## config.mk

```make
export PLATFORM = sky130hd
export DESIGN_NAME = aluCore
export DESIGN_NICKNAME = d
export VERILOG_FILES = /design/src/rtl/aluPkg.sv /design/src/rtl/aluDecode.sv /design/src/rtl/aluAddSub.sv /design/src/rtl/aluShifter.sv /design/src/rtl/aluBoolUnit.sv /design/src/rtl/aluDatapath.sv /design/src/rtl/aluCore.sv
export SDC_FILE = /design/constraint.sdc
export NUM_CORES = 1
export LEC_CHECK = 0
export BUFFER_PORTS_ARGS = -buffer_cell sky130_fd_sc_hd__buf_2
export CAP_MARGIN = 20
export CORE_AREA = 5 5 137 139
export DETAILED_ROUTE_END_ITERATION = 16
export DIE_AREA = 0 0 142 144
export GPL_TIMING_DRIVEN = 1
export PLACE_DENSITY = 0.79
export SYNTH_ARGS = -nofsm -noshare
export SYNTH_HDL_FRONTEND = slang
export SYNTH_SLANG_ARGS = --single-unit
```

## constraint.sdc

```tcl
create_clock -name vclk -period 8.3
set_clock_uncertainty 0.1 [all_clocks]
set_input_delay 1.245 -clock vclk [all_inputs]
set_output_delay 1.245 -clock vclk [all_outputs]
set_load 0.05 [all_outputs]
```

## src/rtl/aluPkg.sv

```systemverilog
package aluPkg;
  typedef enum logic [1:0] {
    SEL_BOOL  = 2'd0,
    SEL_SHIFT = 2'd1,
    SEL_SUM   = 2'd2,
    SEL_CMP   = 2'd3
  } resSel_e;

  typedef struct packed {
    resSel_e    resSel;
    logic       doSub;
    logic       cmpUnsigned;
    logic       shiftLeft;
    logic       shiftArith;
    logic [1:0] boolFn;
  } aluCtrl_t;
endpackage

```

## src/rtl/aluDecode.sv

```systemverilog
module aluDecode
  import aluPkg::*;
(
  input  logic [4:0] funcCode,
  output aluCtrl_t   ctrl
);
  logic       subBit;
  logic [1:0] variant;
  logic       shftBit;
  logic       mathBit;

  assign subBit  = funcCode[4];
  assign variant = funcCode[3:2];
  assign shftBit = funcCode[1];
  assign mathBit = funcCode[0];

  always_comb begin
    ctrl             = '0;
    ctrl.boolFn      = variant;
    ctrl.cmpUnsigned = variant[0];
    ctrl.shiftLeft   = (variant == 2'b00);
    ctrl.shiftArith  = (variant == 2'b11);
    ctrl.doSub       = subBit | (mathBit & shftBit);
    unique case ({mathBit, shftBit})
      2'b00:   ctrl.resSel = SEL_BOOL;
      2'b01:   ctrl.resSel = SEL_SHIFT;
      2'b10:   ctrl.resSel = SEL_SUM;
      default: ctrl.resSel = SEL_CMP;
    endcase
  end
endmodule

```

## src/rtl/aluAddSub.sv

```systemverilog
module aluAddSub #(
  parameter int W = 32
) (
  input  logic [W-1:0] inA,
  input  logic [W-1:0] inB,
  input  logic         doSub,
  output logic [W-1:0] sum,
  output logic         carryOut,
  output logic         negOut,
  output logic         ovfOut
);
  logic [W-1:0] bEff;
  logic [W:0]   wide;

  assign bEff     = doSub ? ~inB : inB;
  assign wide     = {1'b0, inA} + {1'b0, bEff} + {{W{1'b0}}, doSub};
  assign sum      = wide[W-1:0];
  assign carryOut = wide[W];
  assign negOut   = wide[W-1];
  assign ovfOut   = (inA[W-1] == bEff[W-1]) && (wide[W-1] != inA[W-1]);
endmodule

```

## src/rtl/aluShifter.sv

```systemverilog
module aluShifter #(
  parameter int W   = 32,
  parameter int SHW = $clog2(W)
) (
  input  logic [W-1:0]   shIn,
  input  logic [SHW-1:0] shAmt,
  input  logic           toLeft,
  input  logic           arith,
  output logic [W-1:0]   shOut
);
  logic [W-1:0] stage [SHW+1];
  logic [W-1:0] revIn;
  logic [W-1:0] revOut;
  logic         fillBit;

  generate
    for (genvar i = 0; i < W; i++) begin : g_rev
      assign revIn[i]  = shIn[W-1-i];
      assign revOut[i] = stage[SHW][W-1-i];
    end
  endgenerate

  assign fillBit  = arith & ~toLeft & shIn[W-1];
  assign stage[0] = toLeft ? revIn : shIn;

  generate
    for (genvar k = 0; k < SHW; k++) begin : g_stage
      localparam int STEP = 1 << k;
      assign stage[k+1] = shAmt[k]
        ? {{STEP{fillBit}}, stage[k][W-1:STEP]}
        : stage[k];
    end
  endgenerate

  assign shOut = toLeft ? revOut : stage[SHW];
endmodule

```

## src/rtl/aluBoolUnit.sv

```systemverilog
module aluBoolUnit #(
  parameter int W = 32
) (
  input  logic [W-1:0] inA,
  input  logic [W-1:0] inB,
  input  logic [1:0]   fnSel,
  output logic [W-1:0] boolOut
);
  generate
    for (genvar i = 0; i < W; i++) begin : g_bit
      logic [3:0] gateOut;
      assign gateOut[0] = inA[i] & inB[i];
      assign gateOut[1] = inA[i] | inB[i];
      assign gateOut[2] = inA[i] ^ inB[i];
      assign gateOut[3] = ~(inA[i] | inB[i]);
      assign boolOut[i] = gateOut[fnSel];
    end
  endgenerate
endmodule

```

## src/rtl/aluDatapath.sv

```systemverilog
module aluDatapath
  import aluPkg::*;
#(
  parameter int W = 32
) (
  input  logic [W-1:0] opA,
  input  logic [W-1:0] opB,
  input  aluCtrl_t     ctrl,
  output logic [W-1:0] result,
  output logic         nFlag,
  output logic         cFlag,
  output logic         vFlag
);
  localparam int SHW = $clog2(W);

  logic [W-1:0] sumVal;
  logic [W-1:0] shiftVal;
  logic [W-1:0] boolVal;
  logic         lessBit;

  aluAddSub #(.W(W)) uAdd (
    .inA(opA), .inB(opB), .doSub(ctrl.doSub),
    .sum(sumVal), .carryOut(cFlag), .negOut(nFlag), .ovfOut(vFlag)
  );

  aluShifter #(.W(W), .SHW(SHW)) uShift (
    .shIn(opB), .shAmt(opA[SHW-1:0]),
    .toLeft(ctrl.shiftLeft), .arith(ctrl.shiftArith), .shOut(shiftVal)
  );

  aluBoolUnit #(.W(W)) uBool (
    .inA(opA), .inB(opB), .fnSel(ctrl.boolFn), .boolOut(boolVal)
  );

  assign lessBit = ctrl.cmpUnsigned ? ~cFlag : (nFlag ^ vFlag);

  always_comb begin
    unique case (ctrl.resSel)
      SEL_SUM:   result = sumVal;
      SEL_CMP:   result = {{(W-1){1'b0}}, lessBit};
      SEL_SHIFT: result = shiftVal;
      default:   result = boolVal;
    endcase
  end
endmodule

```

## src/rtl/aluCore.sv

```systemverilog
module aluCore
  import aluPkg::*;
#(
  parameter int W = 32
) (
  input  logic [W-1:0] opA,
  input  logic [W-1:0] opB,
  input  logic [4:0]   funcCode,
  output logic [W-1:0] result,
  output logic         zFlag,
  output logic         nFlag,
  output logic         cFlag,
  output logic         vFlag
);
  aluCtrl_t ctrl;

  aluDecode uDec (.funcCode(funcCode), .ctrl(ctrl));

  aluDatapath #(.W(W)) uDp (
    .opA(opA), .opB(opB), .ctrl(ctrl),
    .result(result), .nFlag(nFlag), .cFlag(cFlag), .vFlag(vFlag)
  );

  assign zFlag = ~|result;
endmodule

```

# Yosys cells after proc, flatten, opt, wreduce, memory -nomap -nowiden
# Cells that the tools add are included.
dict set report op_classes {
  muxes 75
  n_addsub 2
  eq_ne 8
  bitwise 136
  order_cmp 1
  n_reduce_logical 5
}
# operator count
set ops {}
lappend ops {{$mux W32} 8}
lappend ops {{$pmux W32 S3} 1}
lappend ops {{$bmux W1 S2} 32}
lappend ops {{$and A1 B1 Y1} 35}
lappend ops {{$not A1 Y1} 34}
lappend ops {{$add A32 B32 Y33} 1}
lappend ops {{$add A33 B1 Y33} 1}
lappend ops {{$mux W1} 33}
lappend ops {{$or A1 B1 Y1} 33}
lappend ops {{$xor A1 B1 Y1} 33}
lappend ops {{$not A32 Y32} 1}
lappend ops {{$reduce_or A32 Y1} 1}
lappend ops {{$eq A2 B2 Y1 const B} 4}
lappend ops {{$pmux W2 S3} 1}
lappend ops {{$eq A2 B1 Y1 const B} 2}
lappend ops {{$logic_not A2 Y1} 2}
lappend ops {{$lt A2 B3 Y1 const B} 1}
lappend ops {{$eq A1 B1 Y1} 1}
lappend ops {{$logic_and A1 B1 Y1} 1}
lappend ops {{$logic_not A1 Y1} 1}
lappend ops {{$ne A1 B1 Y1} 1}
dict set report totals {
  in_bits 69
  regBits 0
  output_inout_bits 36
}

# Logic depth before layout (Yosys ltp)
# Gate-level depths: netlist of run 1.
dict set report depth {
  depth_word 13
  depth_mapped 19
  depth_no_buf 15
}

# By module
# From an unflattened synthesis of run 1, not the netlist that was laid out.
dict set report unflattened {
  hier_cells 1100
  hier_area_um2 8823.5
}
# mod instances area_per_inst_um2 seq_area_each_um2 cells_per_inst
set modules_own_cells {}
lappend modules_own_cells {aluShifter 1 3594.7 0.0 461}
lappend modules_own_cells {aluBoolUnit 1 2379.8 0.0 232}
lappend modules_own_cells {aluAddSub 1 1990.7 0.0 277}
lappend modules_own_cells {aluDatapath 1 738.2 0.0 111}
lappend modules_own_cells {aluCore 1 72.6 0.0 11}
lappend modules_own_cells {aluDecode 1 47.5 0.0 8}

# Worst setup path after synthesis of run 1
# OpenSTA, ideal clock, no wires.
dict set report synth_path {
  kind {input port to output port}
  startpoint {input port funcCode[0]}
  endpoint {output port zFlag}
  path_stages 18
  arrival_time_ns 7.302
  t_required_ns 6.955
  n_path_buf 4
  setup_slack_ns -0.347
  path_cell_list {clkbuf_1 clkbuf_1 buf_1 a21oi_1 clkbuf_1 xnor2_1 ha_1 a21o_1 a41oi_1 o22ai_1 o21a_1 o31a_1 a2111oi_0 nor4_1 nand4_1 or4_1 or3_1 nor4_2}
}
# element line
set synth_lines {}
lappend synth_lines {{from (decl)} aluCore.sv:8} ;# input logic [4:0] funcCode,
lappend synth_lines {{$and A1 B1 Y1} aluDecode.sv:23} ;# ctrl.doSub = subBit | (mathBit & shftBit);
lappend synth_lines {{$or A1 B1 Y1} aluDecode.sv:23}
lappend synth_lines {{$mux W32} aluAddSub.sv:15} ;# assign bEff = doSub ? ~inB : inB;
lappend synth_lines {{$add A32 B32 Y33} aluAddSub.sv:16} ;# assign wide = {1'b0, inA} + {1'b0, bEff} + {{W{1'b0}}, doSub};
lappend synth_lines {{$add A33 B1 Y33} aluAddSub.sv:16}
lappend synth_lines {{$pmux W32 S3 (*)} aluDatapath.sv:38} ;# unique case (ctrl.resSel)
lappend synth_lines {{net result[7]} aluCore.sv:9} ;# output logic [W-1:0] result,
lappend synth_lines {{$reduce_or A32 Y1 (*)} aluCore.sv:24} ;# assign zFlag = ~|result;
lappend synth_lines {{$logic_not A1 Y1 (*)} aluCore.sv:24}
lappend synth_lines {{to (decl)} aluCore.sv:10} ;# output logic zFlag,
# Mark *: on every way through the listed nets, which the timed path passes. The rest lies on a longest branch.

# Worst setup path in the final report of run 1
dict set report layout_path {
  startpoint {input port opA[2]}
  endpoint {output port zFlag}
}
dict set report layout_via {
  elab_chain_cells 9
}
# element line
set layout_lines {}
lappend layout_lines {{from (decl)} aluCore.sv:6} ;# input logic [W-1:0] opA,
lappend layout_lines {{$add A32 B32 Y33} aluAddSub.sv:16}
lappend layout_lines {{$add A33 B1 Y33} aluAddSub.sv:16}
lappend layout_lines {{$ne A1 B1 Y1} aluAddSub.sv:20} ;# assign ovfOut = (inA[W-1] == bEff[W-1]) && (wide[W-1] != inA[W-1]);
lappend layout_lines {{$logic_and A1 B1 Y1} aluAddSub.sv:20}
lappend layout_lines {{$xor A1 B1 Y1} aluDatapath.sv:35} ;# assign lessBit = ctrl.cmpUnsigned ? ~cFlag : (nFlag ^ vFlag);
lappend layout_lines {{$mux W1} aluDatapath.sv:35}
lappend layout_lines {{$pmux W32 S3 (*)} aluDatapath.sv:38}
lappend layout_lines {{$reduce_or A32 Y1 (*)} aluCore.sv:24}
lappend layout_lines {{$logic_not A1 Y1 (*)} aluCore.sv:24}
# Mark *: on every way between the ends. The rest lies on a longest branch, timed or not. The select of a mux whose other input is x is not followed.

==> metrics, run 1 <==
per-instance average area after synthesis=7.18 µm²; io pins=~110; post-CTS repair timing setup buffer count=0; maximum number of pins on one net before global-route repair=97; Ys Warns=0; period utilisation layout=89.9%; outcome=finished clean; Hold Crit Depth=5; hpwl dp=35400 µm; residual DRC count=0; die width=142 µm; die outline area=0.0204 mm²; DRT iter0 DRCs=1599; number of sequential cells=0; remaining global-route overflow=0; drt first pass iters=7; fin. max-slew vios=0; launch point of the worst hold path=opA[31]; Layout fillers=between 1.5k and 2k; Buffers on Ports=105; Least-Margin Pin Slew=approximately 1200 ps; fraction of layout instances using a drive strength above 1=16.9%; Final TNS setup=0 ps; critical path class=in2out; most common library cell in the layout ignoring fill and taps=sky130_fd_sc_hd__buf_2; global-route total usage across every layer=about two fifths; Distinct cells, synth=85; starting density of the core=roughly 49%; setup repair after global routing missed its margin=no; wire per inst=about 30 µm; DR vias/cell=7.26; CP endpoint kind=output pin; Critical Path Fanout Max=21; final hold violation count=0; synthesis-to-layout area growth=8.40%; sequential area share after synthesis=0%; total nets after synthesis=1351; wire length on met3=5480 µm; initial antenna violation count=0; area of the mapped netlist=0.00850 mm²; vias in the first global route=10.1k; Routed met2 length=18600 µm; maximum operating frequency=~130 MHz; Routed Antenna Nets=0; worst-case headroom to the max-slew limit=23.1%; setup-violating endpoint count in the final report=0; crit start category=input port; endpoint arrival time on the critical path=6110 ps; leading cell types in the layout, fill and taps excluded=sky130_fd_sc_hd__buf_2, sky130_fd_sc_hd__ha_1, sky130_fd_sc_hd__nor2_1; highest layer used for signal routing=met4; Die H=144 µm; Worst Hold End=vFlag; post_cts resized=0; minimum clock period=~7500 ps; Vias=around 11k; WL met1=17200 µm; Worst Path Required=between 6000 and 7000 ps; worst hold-check path type=in2out; post-layout net count=1399; gpl congestion=1.13; total wire length after detailed routing=44300 µm; number of clock buffers in the layout=0; wire length of the first global-routing pass=64600 µm; maxcap violations=0; FF+latch area=0 µm²; count of mapped cells out of synthesis=1184; area of the core region=0.0175 mm²; count of hold-fix buffers inserted at cts=0; placement row count=49
[per-layer routing]
metal,track usage [%],up-vias
met5,0,-
met4,19.5,0
met3,9.16,205
met2,64.9,841
met1,54.4,5002
li1,-,4548
[cell usage after synthesis, types with 6 or more instances]
| master | instances | share of area (%) |
|---|---|---|
| sky130_fd_sc_hd__a31oi_1 | 16 | 1.2 |
| sky130_fd_sc_hd__buf_2 | 15 | 0.88 |
| sky130_fd_sc_hd__o32ai_1 | 6 | 0.62 |
| sky130_fd_sc_hd__o31ai_1 | 7 | 0.62 |
| sky130_fd_sc_hd__o21ai_0 | 64 | 3.8 |
| sky130_fd_sc_hd__nand2_1 | 80 | 3.5 |
| sky130_fd_sc_hd__and3_1 | 8 | 0.59 |
| sky130_fd_sc_hd__or2_2 | 7 | 0.51 |
| sky130_fd_sc_hd__o22ai_1 | 16 | 1.2 |
| sky130_fd_sc_hd__o211ai_1 | 7 | 0.62 |
| sky130_fd_sc_hd__or3_1 | 8 | 0.59 |
| sky130_fd_sc_hd__nor2_1 | 92 | 4.1 |
| sky130_fd_sc_hd__a22oi_1 | 20 | 1.8 |
| sky130_fd_sc_hd__a21o_1 | 18 | 1.6 |
| sky130_fd_sc_hd__and2_1 | 7 | 0.51 |
| sky130_fd_sc_hd__a21oi_1 | 72 | 4.2 |
| sky130_fd_sc_hd__mux2i_1 | 55 | 6.5 |
| sky130_fd_sc_hd__a221oi_1 | 19 | 2.0 |
| sky130_fd_sc_hd__o21bai_1 | 9 | 0.79 |
| sky130_fd_sc_hd__a211oi_1 | 41 | 3.6 |
| sky130_fd_sc_hd__clkbuf_1 | 62 | 2.7 |
| sky130_fd_sc_hd__o21a_1 | 15 | 1.3 |
| sky130_fd_sc_hd__mux4_2 | 27 | 7.2 |
| sky130_fd_sc_hd__nand2b_1 | 9 | 0.66 |
| sky130_fd_sc_hd__nor2b_1 | 26 | 1.9 |
| sky130_fd_sc_hd__mux2_2 | 19 | 2.5 |
| sky130_fd_sc_hd__inv_1 | 74 | 3.3 |
| sky130_fd_sc_hd__nor4_1 | 8 | 0.59 |
| sky130_fd_sc_hd__nand3_1 | 25 | 1.5 |
| sky130_fd_sc_hd__nor3_1 | 28 | 1.6 |
| sky130_fd_sc_hd__a22o_1 | 7 | 0.72 |
| sky130_fd_sc_hd__nand4_1 | 15 | 1.1 |
| sky130_fd_sc_hd__buf_1 | 13 | 0.57 |
| sky130_fd_sc_hd__ha_1 | 97 | 14 |
| sky130_fd_sc_hd__xor2_1 | 31 | 3.2 |
| sky130_fd_sc_hd__xnor2_1 | 48 | 4.9 |
| sky130_fd_sc_hd__a211o_1 | 12 | 1.2 |
[worst max-delay path, cell delays in order]
cell	delay, ps
sky130_fd_sc_hd__buf_2	390
sky130_fd_sc_hd__buf_4	390
sky130_fd_sc_hd__ha_1	330
sky130_fd_sc_hd__a21o_1	170
sky130_fd_sc_hd__a41oi_1	570
sky130_fd_sc_hd__o22ai_1	270
sky130_fd_sc_hd__o41ai_1	630
sky130_fd_sc_hd__o21ai_0	400
sky130_fd_sc_hd__nand4_1	310
sky130_fd_sc_hd__nor2_1	70
sky130_fd_sc_hd__nor2_1	200
sky130_fd_sc_hd__a21oi_1	100
sky130_fd_sc_hd__or3b_2	490
sky130_fd_sc_hd__nor4_2	210
sky130_fd_sc_hd__buf_2	300
[worst max-delay path by stage]
stage	depth (start not counted)	slack [ps]	endpoint	startpoint
final	15	840	zFlag	opA[2]
after global routing	17	590	zFlag	funcCode[1]
after CTS	17	940	zFlag	funcCode[1]
after detailed placement	17	950	zFlag	funcCode[1]
after global placement	15	950	zFlag	opA[2]
after floorplan	19	2	zFlag	funcCode[0]
[through the flow]
step | setup slack [ps] | area, µm² | hold slack (ps) | cells | util (%)
6_report | 842 | 9220 | 2980 | 1460 | 52.6
5_1_grt | 589 | 9220 | 3010 | 1459 | 52.6
4_1_cts | 937 | 9220 | 2980 | 1459 | 52.6
3_5_place_dp | 953 | 9220 | 2980 | 1459 | 52.6
3_3_place_gp | 950 | 9220 | 2960 | 1459 | 52.6
2_1_floorplan | 1.83 | 8510 | 2760 | 1184 | -
[final cells by class]
cell class / instances / area, µm² / area share (%)
Antenna cell: 1 / 2.50 / 0.0271
Inverter: 77 / 292 / 3.16
Timing Repair Buffer: 142 / 831 / 9.01
Multi-Input combinational cell: 1011 / 7810 / 84.7
Tap cell: 229 / 287 / 3.11
[kinds of logic (layout without fill, tap and decap cells)]
kind of cell,count (synthesis),after routing,synth area share (%)
compound gates,387,387,31.7
buf+inv,173,219,8.39
fa+ha+maj,100,100,14.7
xor+xnor,79,79,8.14
other cells,0,1,0
simple gates,339,339,19.8
mux,106,106,17.2
==> inputs of run 2 (changes only) <==
REMOVE_ABC_BUFFERS = 1   (was unset)
==> metrics, run 2 (synthesized netlist as in run 1, its figures left out) <==
maximum operating frequency=132 MHz; gpl congestion=1.13; delay of the slowest cell on the worst path=610 ps; number of sequential cells=0; number of clock buffers in the layout=0; post-layout net count=1391; outcome=finished clean; starting density of the core=between 40% and 50%; cell type group with the largest total delay on the critical path=simple AND/OR/NAND/NOR gates; period utilisation layout=91.3%; leading cell types in the layout, fill and taps excluded=sky130_fd_sc_hd__buf_2, sky130_fd_sc_hd__ha_1, sky130_fd_sc_hd__nor2_1; maxcap violations=0; Final TNS setup=0 ps; maximum vdd drop=0.0000729 V; n_diodes=0; global-route total usage across every layer=36.9%; Least-Margin Pin Slew=1060 ps; minimum clock period=7580 ps; remaining global-route overflow=0; total power divided by cell area=99.9 mW/mm²; setup repair after global routing missed its margin=no; hpwl dp=between 30000 and 40000 µm; final hold violation count=0; CP endpoint kind=output pin; vias in the first global route=9397; Routed Antenna Nets=0; wire per inst=27.3 µm; critical path cell sequence=buf_2 -> a21oi_4 -> buf_4 -> xnor2_1 -> ha_1 -> o21ai_0 -> a21oi_1 -> nor3b_1 -> o21ai_0 -> nand4b_1 -> or4bb_1 -> nor3_1 -> nand4_1 -> or4_1 -> or3_1 -> nor4_2 -> buf_2; fraction of layout instances using a drive strength above 1=16.3%; Final Instance Area=a little over 0.009 mm²; FF+latch area=0 µm²; worst-case headroom to the max-slew limit=between 20 and 30%; DR vias/cell=7.14; Final WS setup=722 ps; library cell contributing the largest single delay on the critical path=sky130_fd_sc_hd__or4bb_1; setup-violating endpoint count in the final report=0; DRT iter0 DRCs=1543; die outline area=0.0204 mm²; Leakage Power=between 4 and 5 nW; synthesis-to-layout area growth=7.31%; post_cts resized=0; io pins=105; placement row count=49; maximum number of pins on one net before global-route repair=58; worst hold slack after final layout=3000 ps; Buf/Inv on CP=3; Finished Layout Cells=1451; total wire length after detailed routing=39600 µm; crit start category=input port; critical path class=in2out; initial antenna violation count=0; count of hold-fix buffers inserted at cts=0; worst hold-check path type=in2out; residual DRC count=0; Worst Path Required=about 7000 ps; pre-CTS WS=874 ps; post-CTS repair timing setup buffer count=0; Critical Path Fanout Max=11; wire length of the first global-routing pass=58900 µm; fin. max-slew vios=0; post-layout utilization of the core=52.0%; Die H=between 100 and 150 µm; endpoint arrival time on the critical path=roughly 6200 ps; Buffers on Ports=105; Vias=10.4k; Tot Pwr=around 0.91 mW; die width=between 100 and 150 µm; most common library cell in the layout ignoring fill and taps=sky130_fd_sc_hd__buf_2; placed cell areas=0.00913 mm²; area of the core region=about 0.018 mm²; placed cell count=roughly 1.5k; drt first pass iters=7
## run 2: changes by cell type in the layout (fill, tap and decap cells not counted), sizes merged
| cell | previous run | this run |
|---|---|---|
| buf | 142 | 134 |
| diode | 1 | 0 |
## run 2: final timing paths
check	start	end	slack (ps)	cells after the start
setup / recovery	funcCode[1]	zFlag	720	17
hold / removal	opA[31]	vFlag	3000	5
## run 2: layout make-up
type | count | area [µm²]
multi-input combinational | 1011 | 7800
fill | 1764 | 8410
timing repair buffer | 134 | 746
inverter | 77 | 292
tap | 229 | 287
## run 2: power by group
part,switching (mW),internal [mW]
registers,0,0
logic,0.617,0.295
clock network,0,0
total,0.617,0.295
## run 2: layer usage
metal,routed length (µm),track usage (%),up-vias
met3,4790,5.79,117
met4,2220,15.8,0
met5,0,0,-
met2,16800,57.1,824
met1,15800,51.0,4866
li1,-,-,4555
(Power assumes the default switching activity.)
==> inputs of run 3 (changes only) <==
CELL_PAD_IN_SITES_DETAIL_PLACEMENT = 0   (was unset)
CELL_PAD_IN_SITES_GLOBAL_PLACEMENT = 1   (was unset)
CORE_AREA = 5 5 144 146   (was 5 5 137 139)
DIE_AREA = 0 0 149 151   (was 0 0 142 144)
PLACE_DENSITY = 0.93   (was 0.79)
TNS_END_PERCENT = 100   (was unset)
==> metrics, run 3 (synthesized netlist as in run 1, its figures left out) <==
wire per inst=30.0 µm; Finished Layout Cells=1496; post-layout net count=around 1.4k; fin. max-slew vios=0; total wire length after detailed routing=~45000 µm; most common library cell in the layout ignoring fill and taps=sky130_fd_sc_hd__buf_2; number of clock buffers in the layout=0; minimum clock period=7660 ps; total power divided by cell area=102 mW/mm²; Multi-input gate area=0.00780 mm²; endpoint arrival time on the critical path=6310 ps; DR vias/cell=6.95; Leakage Power=4.14 nW; critical path cell sequence=buf_2 -> a21oi_4 -> buf_4 -> xnor2_1 -> inv_1 -> fa_1 -> nor2b_1 -> o31a_1 -> o211a_1 -> o21ai_0 -> a31oi_1 -> nand3_1 -> nor4_1 -> nand4_1 -> or4_1 -> or3_1 -> nor4_2 -> buf_2; remaining global-route overflow=0; post_cts resized=0; gpl congestion=~1.0; drt first pass iters=8; hpwl dp=36000 µm; Buffers on Ports=between 100 and 150; maximum number of pins on one net before global-route repair=61; critical path class=in2out; delay of the slowest cell on the worst path=640 ps; post-CTS repair timing setup buffer count=0; maximum operating frequency=131 MHz; synthesis-to-layout area growth=8.78%; pre-CTS WS=764 ps; die width=about 150 µm; final hold violation count=0; count of hold-fix buffers inserted at cts=0; leading cell types in the layout, fill and taps excluded=sky130_fd_sc_hd__buf_2, sky130_fd_sc_hd__ha_1, sky130_fd_sc_hd__nor2_1; Least-Margin Pin Slew=roughly 1200 ps; starting density of the core=between 40 and 50%; DRT iter0 DRCs=~1.5k; period utilisation layout=92.2%; placed cell count=1496; maxcap violations=0; wire length of the first global-routing pass=65600 µm; FF+latch area=0 µm²; Worst Path Required=between 6000 and 7000 ps; Routed Antenna Nets=0; n_diodes=0; io pins=about 110; number of sequential cells=0; Critical Path End=zFlag; initial antenna violation count=0; worst hold-check path type=in2out; most frequent CP cell=sky130_fd_sc_hd__buf_2; die outline area=0.0225 mm²; placed cell areas=0.00925 mm²; Final WS setup=between 600 and 700 ps; fraction of layout instances using a drive strength above 1=16.9%; CP endpoint kind=output pin; setup-violating endpoint count in the final report=0; global-route total usage across every layer=38.8%; outcome=finished clean; Critical Path Source=funcCode[1]; setup repair after global routing missed its margin=no; Critical Path Fanout Max=18; vias in the first global route=9559; Layout fillers=2061; Vias=10.4k; Final Instance Area=approximately 0.0093 mm²; residual DRC count=0; crit start category=input port; library cell contributing the largest single delay on the critical path=sky130_fd_sc_hd__a21oi_4; worst-case headroom to the max-slew limit=19.9%; area of the core region=about 0.019 mm²; Die H=around 150 µm; placement row count=51; maximum vdd drop=approximately 0.000067 V
[run 3: cell types whose count changed in the layout (fill, tap and decap cells not counted), sizes merged]
cell / change
buf: +9
[run 3: worst min path at each step]
stage	startpoint	endpoint	slack [ps]	cells after the start
global route	opA[31]	vFlag	2990	5
detailed placement	opA[31]	vFlag	2950	5
CTS	opA[31]	vFlag	2950	5
global placement	opA[31]	vFlag	2950	5
floorplan	funcCode[0]	result[10]	2690	2
finish	opA[31]	vFlag	2950	5
[run 3: stage by stage]
step	TNS [ps]	util [%]	total power, mW	hold slack, ps
after floorplan	-1840	-	0.583	2690
after global placement	0	48.0	0.914	2950
after detailed placement	0	48.0	0.913	2950
after CTS	0	48.0	0.917	2950
after global routing	0	48.0	0.996	2990
final	0	48.0	0.944	2950
[run 3: where the power goes]
part,leakage [nW],switching (mW),internal [mW],total [mW]
Clock,0,0,0,0
Combinational,4.14,0.644,0.300,0.944
Sequential,0,0,0,0
[run 3: worst max-delay path, delay by kind of cell]
family	cells	cell delay [ps]
simple gates	7	2070
compound gates	5	1610
buf+inv	4	810
fa+ha+maj	1	410
xor+xnor	1	170
[run 3: final cells by class]
| cell class | count | share of cell area (%) |
|---|---|---|
| timing repair buffer | 143 | 8.93 |
| multi-input combinational | 1011 | 84.3 |
| inverter | 77 | 3.15 |
| tap | 265 | 3.58 |
[run 3: layer usage]
| metal | GRT usage, % | vias up | wire [µm] |
|---|---|---|---|
| li1 | - | 4567 | - |
| met1 | 51.8 | 4950 | 17900 |
| met2 | 61.8 | 704 | 19500 |
| met3 | 7.27 | 170 | 4870 |
| met4 | 15.7 | 0 | 2730 |
| met5 | 0 | - | 0 |
